$ cat config.mk
export PLATFORM = sky130hd
export DESIGN_NAME = seq_status_rlc
export DESIGN_NICKNAME = d
export VERILOG_FILES = /design/src/rtl/rlc_pkg.sv /design/src/rtl/rlc_accum.sv /design/src/rtl/rlc_queue.sv /design/src/rtl/seq_status_rlc.sv
export SDC_FILE = /design/constraint.sdc
export NUM_CORES = 1
export LEC_CHECK = 0
export BUFFER_PORTS_ARGS = -buffer_cell sky130_fd_sc_hd__buf_2
export CAP_MARGIN = 25
export CELL_PAD_IN_SITES_DETAIL_PLACEMENT = 0
export CELL_PAD_IN_SITES_GLOBAL_PLACEMENT = 2
export CORE_UTILIZATION = 30
export CTS_CLUSTER_DIAMETER = 150
export DETAILED_ROUTE_END_ITERATION = 10
export PLACE_DENSITY = 0.65
export SLEW_MARGIN = 20
export SYNTH_ARGS = -nofsm -noshare
export SYNTH_HDL_FRONTEND = slang
export SYNTH_HIERARCHICAL = 1
export SYNTH_SLANG_ARGS = --single-unit
$ cat constraint.sdc
create_clock -name clk -period 7.8 [get_ports clk]
set_input_delay 1.56 -clock clk [delete_from_list [all_inputs] [get_ports clk]]
set_output_delay 1.56 -clock clk [all_outputs]
set_load 0.02 [all_outputs]
$ cat src/rtl/rlc_pkg.sv
package rlc_pkg;
  localparam int CODE_W = 5;
  typedef logic [CODE_W-1:0] code_t;
  localparam code_t SEQ_CODE = code_t'(1);
endpackage

$ cat src/rtl/rlc_accum.sv
module rlc_accum
  import rlc_pkg::*;
#(
  parameter int MAX_RUN  = 12,
  parameter int RUN_BASE = 20,
  localparam int CNT_W   = $clog2(MAX_RUN + 1)
) (
  input  logic             clk,
  input  logic             rst_n,
  input  logic             acc,
  input  code_t            code,
  input  logic             capture,
  input  logic             flush,
  input  logic             room_i,
  output logic [1:0]       push_n,
  output code_t            push0,
  output code_t            push1,
  output logic [CNT_W-1:0] cnt_o
);
  logic [CNT_W-1:0] cnt_q, cnt_d, mid;
  logic drain_q, drain_d, drain_req, drain_done, room;

  function automatic code_t run_code(input logic [CNT_W-1:0] len);
    if (len == CNT_W'(1)) return SEQ_CODE;
    return code_t'(RUN_BASE) + code_t'(len) - code_t'(1);
  endfunction

  assign drain_req = drain_q | capture | flush;
  assign room      = acc | room_i;

  always_comb begin
    mid    = cnt_q;
    push_n = 2'd0;
    push0  = '0;
    push1  = '0;
    if (acc) begin
      if (code == SEQ_CODE) begin
        if (cnt_q == CNT_W'(MAX_RUN - 1)) begin
          push0  = run_code(CNT_W'(MAX_RUN));
          push_n = 2'd1;
          mid    = '0;
        end else begin
          mid = cnt_q + CNT_W'(1);
        end
      end else begin
        if (cnt_q != '0) begin
          push0  = run_code(cnt_q);
          push1  = code;
          push_n = 2'd2;
        end else begin
          push0  = code;
          push_n = 2'd1;
        end
        mid = '0;
      end
    end
    drain_done = drain_req & (room | (mid == '0));
    if (drain_req && room && mid != '0) begin
      if (push_n == 2'd0) begin
        push0  = run_code(mid);
        push_n = 2'd1;
      end else begin
        push1  = run_code(mid);
        push_n = 2'd2;
      end
      mid = '0;
    end
    cnt_d   = mid;
    drain_d = drain_req & ~drain_done;
  end

  always_ff @(posedge clk) begin
    if (!rst_n) begin
      cnt_q   <= '0;
      drain_q <= 1'b0;
    end else begin
      cnt_q   <= cnt_d;
      drain_q <= drain_d;
    end
  end

  assign cnt_o = cnt_q;

  // the held count never reaches the maximum
  a_r4_count_below_max: assert property (@(posedge clk) disable iff (!rst_n)
    cnt_q < CNT_W'(MAX_RUN));
  // the saturating beat restarts the count
  a_r4_sat_restart: assert property (@(posedge clk) disable iff (!rst_n)
    (acc && code == SEQ_CODE && cnt_q == CNT_W'(MAX_RUN - 1)) |=> cnt_q == '0);
  // a remembered drain with room empties the counter
  a_r5_drain_clears: assert property (@(posedge clk) disable iff (!rst_n)
    (drain_q && room_i && !acc) |=> cnt_q == '0);
endmodule

$ cat src/rtl/rlc_queue.sv
module rlc_queue
  import rlc_pkg::*;
#(
  parameter int DEPTH = 3,
  localparam int PW   = $clog2(DEPTH),
  localparam int OW   = $clog2(DEPTH + 1)
) (
  input  logic          clk,
  input  logic          rst_n,
  input  logic [1:0]    push_n,
  input  code_t         d0,
  input  code_t         d1,
  input  logic          pop,
  output code_t         head,
  output logic          nonempty,
  output logic [OW-1:0] occ_o
);
  logic [PW-1:0] wr_q, rd_q, wr_nx1;
  logic [OW-1:0] occ_q;
  logic [DEPTH*CODE_W-1:0] mem_flat;
  logic pop_eff;

  function automatic logic [PW-1:0] step(input logic [PW-1:0] p, input int k);
    int s;
    s = (int'(p) + k) % DEPTH;
    return PW'(s);
  endfunction

  assign wr_nx1  = step(wr_q, 1);
  assign pop_eff = pop & (occ_q != '0);

  for (genvar i = 0; i < DEPTH; i++) begin : g_slot
    code_t slot_q;
    always_ff @(posedge clk) begin
      if (push_n != 2'd0 && wr_q == PW'(i)) slot_q <= d0;
      else if (push_n == 2'd2 && wr_nx1 == PW'(i)) slot_q <= d1;
    end
    assign mem_flat[i*CODE_W +: CODE_W] = slot_q;
  end

  always_ff @(posedge clk) begin
    if (!rst_n) begin
      wr_q  <= '0;
      rd_q  <= '0;
      occ_q <= '0;
    end else begin
      wr_q  <= step(wr_q, int'(push_n));
      rd_q  <= pop_eff ? step(rd_q, 1) : rd_q;
      occ_q <= occ_q + OW'(push_n) - OW'(pop_eff);
    end
  end

  assign head     = mem_flat[rd_q*CODE_W +: CODE_W];
  assign nonempty = (occ_q != '0);
  assign occ_o    = occ_q;

  // pushes never exceed the free slots
  a_r7_no_overflow: assert property (@(posedge clk) disable iff (!rst_n)
    (push_n != 2'd0) |-> (int'(occ_q) + int'(push_n) - int'(pop_eff)) <= DEPTH);
endmodule

$ cat src/rtl/seq_status_rlc.sv
module seq_status_rlc
  import rlc_pkg::*;
#(
  parameter int MAX_RUN  = 12,
  parameter int RUN_BASE = 20
) (
  input  logic       clk,
  input  logic       rst_n,
  input  logic       in_valid,
  input  logic [4:0] in_code,
  output logic       in_ready,
  input  logic       capture,
  input  logic       flush,
  output logic       out_valid,
  output logic [4:0] out_code,
  input  logic       out_ready
);
  localparam int DEPTH = 3;
  localparam int OW    = $clog2(DEPTH + 1);
  localparam int CNT_W = $clog2(MAX_RUN + 1);

  logic [1:0]       push_n;
  code_t            push0, push1, head;
  logic [OW-1:0]    occ;
  logic [CNT_W-1:0] cnt;
  logic             acc, nonempty;

  assign in_ready = (occ < OW'(2));
  assign acc      = in_valid & in_ready;

  rlc_accum #(.MAX_RUN(MAX_RUN), .RUN_BASE(RUN_BASE)) u_accum (
    .clk(clk), .rst_n(rst_n), .acc(acc), .code(in_code),
    .capture(capture), .flush(flush), .room_i(occ < OW'(DEPTH)),
    .push_n(push_n), .push0(push0), .push1(push1), .cnt_o(cnt));

  rlc_queue #(.DEPTH(DEPTH)) u_queue (
    .clk(clk), .rst_n(rst_n), .push_n(push_n), .d0(push0), .d1(push1),
    .pop(out_ready), .head(head), .nonempty(nonempty), .occ_o(occ));

  assign out_valid = nonempty;
  assign out_code  = head;

  // nothing is offered right after reset
  a_r1_idle_after_reset: assert property (@(posedge clk) disable iff (!rst_n)
    $rose(rst_n) |-> !out_valid);
  // held entry stays put under back-pressure
  a_r7_hold: assert property (@(posedge clk) disable iff (!rst_n)
    (out_valid && !out_ready) |=> (out_valid && $stable(out_code)));
  // the unused reserved code never leaves
  a_r8_no_base_code: assert property (@(posedge clk) disable iff (!rst_n)
    out_valid |-> out_code != 5'(RUN_BASE));
  // a lone non-sequential code reaches the output next cycle
  a_r2_pass: assert property (@(posedge clk) disable iff (!rst_n)
    (acc && in_code != SEQ_CODE && cnt == '0 && occ == '0)
      |=> (out_valid && out_code == $past(in_code)));
endmodule

==> qor.txt <==
status = finished clean
Clk Latency, worst-skew pair = 0.27 ns
most used cell, CP = ha_1
drt total wl = 5450 um
Seq. cell area = 671 um^2
startpoint types = input pin
top cells by count, synth = nand2_1 (26), inv_1 (16), mux2_2 (16), nor2_1 (16)
Cell Area, Synth = 2210 um^2
Congestion Overflow GR = 0
DR pass1 iterations = 4
fin crit share = 0.685
vias per cell = 4.99
number of global-route vias before repair = 1656
CTS H-tree depth = 1
yosys warns = 6
Arr. time, crit path = 5.51 ns
compound-cell area share of the yosys netlist = 0.183
Main synth FF type = edfxtp_1
Worst EP required = 7.97 ns
Netlist cell types = 51
Final nets = 284
Detailed Place HPWL = 4190 um
DRT antenna net count = 0
largest net degree at the start of global routing = 19
CTS tree = yes
Ports = 18
CP max-delay cell = mux2i_1
share of the synthesized area in the top cell type = 0.204
syn avg cell area = 9.17 um^2
# Max-Cap Violations = 0
Starting Density = 0.318
count leader, synth = nand2_1
Port Buffers = 17
Mapped Cells = 241
xor/xnor share of the synthesized area = 0.0198
Sink Count = 26
DRC violations left = 0
CP Capture Type = flip-flop
setup TNS = 0 ns
Hold WC Path Type = reg2reg
unrepaired setup endpoints after global routing = no
worst clock skew = 0.00506 ns
Antenna diodes = 0
initial antenna violation count = 0
area leader, netlist = edfxtp_1
Die Span X = 87.8 um
leakage power = 1.01 nW
DIE AREA = 7710 um^2
Placed Cells = 348
ys async rst share = 0
CTS root buffer = clkbuf_8
Achievable Freq = 187 MHz
Fin. Hold Viols = 0
minimum clock period = 5.35 ns
Layout Cells excl Fill = 352
crit-path cells = buf_2, nor3b_1, nand2_1, o21a_1, ha_1, inv_1, a211o_1, o221a_4, nand2_2, mux2i_1, ha_1, inv_1, fa_1, nor2b_1, ha_1, or3_1, and3_1
core area = 6940 um^2
Synth Area in Adders = 0.0940
Bufs on Longest Clock Path = 2
Worst Path Buf+Inv = 3
CP Max Fanout = 9
PD cells = 234 nW/um^2
Reg clk slew, reported paths = 0.08 ns
Hold Buf Count CTS = 0
post-CTS sizing = 0
post-synthesis simple-gate area fraction = 0.199
sequential share of the synthesized area = 0.304
main combinational cell family by area after synthesis = simple AND/OR/NAND/NOR gates
Syn Nets = 268
Multi-input gate area = 1410 um^2
Fill cells = 736
CP delay by family, top = simple AND/OR/NAND/NOR gates
Post-synth EDFFs = 15
final setup fails = 0
max incr delay on CP = 0.65 ns
CTS buffer count = 3
synthesis-to-finish area growth = 9.00%
Slew HR = 0.462
Slew Viols, Final = 0
row cnt = 30
DR WL/cell = 15.5 um
Vias = 1755
GPL Wtd Cong = 0.788
GRT Util Overall = 0.150
initial drt markers = 106
Yosys reg bits = 26
critical path class = in2reg
die height = 87.8 um
largest cells by area after synthesis = edfxtp_1 (20%), dfxtp_1 (10%), ha_1 (8.5%)
first-pass GRT wire length = 8690 um
post-synthesis mux area share = 0.140
fraction of layout cells with a size suffix above 1 = 0.203
Least-Margin Pin Slew = 0.784 ns
Worst VDD drop = 0.0899 mV
Setup Buffers After CTS = 0
power breakdown:
group          internal, mW  switching, mW
logic                 0.110          0.166
registers             0.191         0.0194
clock network        0.0365         0.0411
through the flow:
stage          utilization  hold WS (ns)  power, mW  worst slack [ns]  area, um^2
2_1_floorplan            -         0.523      0.418              2.44        2210
3_3_place_gp         0.340         0.611      0.493              2.28        2360
3_5_place_dp         0.340         0.583      0.491              2.18        2360
4_1_cts              0.347         0.612      0.573              2.46        2410
5_1_grt              0.347         0.673      0.612              2.16        2410
6_report             0.347         0.607      0.564              2.45        2410
worst reg2reg max path: cells and delay by family, from the launching register on:
kind,cells,cell delay [ns]
adders and majority gates,5,1.55
DFF,1,0.60
AOI/OAI and AO/OA,3,0.45
buffers and inverters,2,0.11
and+or+nand+nor,6,1.11
muxes,1,0.70
state kept, by name (all words and copies together) (netlist names):
name                   flops
u_accum/cnt_o              4
u_accum/drain_q            1
u_queue/g_slot.slot_q     15
u_queue/occ_o              2
u_queue/rd_q               2
u_queue/wr_q               2
final timing paths:
kind,start,to,slack (ns),cells past startpoint
max,in_code[4],u_queue/wr_q[0]$_SDFF_PN0_,2.45,17
min,u_accum/drain_q$_SDFF_PN0_,u_accum/drain_q$_SDFF_PN0_,0.61,2
max reg2reg,u_accum/cnt_o[0]$_SDFF_PP0_,u_queue/wr_q[0]$_SDFF_PN0_,3.18,17
min reg2reg,u_accum/drain_q$_SDFF_PN0_,u_accum/drain_q$_SDFF_PN0_,0.61,2
cell type report:
cell class / count / area share
clock buffer: 4 / 0.0187
inverter: 16 / 0.0249
multi-input combinational: 190 / 0.583
sequential: 26 / 0.278
tap: 96 / 0.0499
timing repair buffer: 20 / 0.0447
kinds of logic after synthesis:
family,Yosys count
and+or+nand+nor,81
AOI/OAI and AO/OA,59
adders and majority gates,16
muxes,29
DFF,26
buffers and inverters,25
xor gates and xnor gates,5
metal layers:
metal | GRT usage | routed length (um) | vias up
li1 | - | - | 897
met1 | 0.214 | 2800 | 826
met2 | 0.240 | 2460 | 28
met3 | 0.0236 | 140 | 4
met4 | 0.0283 | 55 | 0
met5 | 0 | 0 | -
layout by cell type, fill, tap and decap left out, types with 3 or more instances in the layout:
master,instances
a21boi_0,3
a21oi_1,10
and2_1,3
and3_1,3
buf_2,17
buf_4,3
clkbuf_8,3
dfxtp_1,11
edfxtp_1,15
ha_1,15
inv_1,16
mux2_2,16
mux2i_1,13
nand2_1,26
nand2b_1,5
nand3_1,3
nor2_1,16
nor2b_1,6
nor3b_1,5
o21ai_0,15
o21ai_1,3
o21ai_2,4
o22ai_1,3
o31ai_1,7
xor2_1,3
Note: power is estimated with default switching activity, not from simulation.
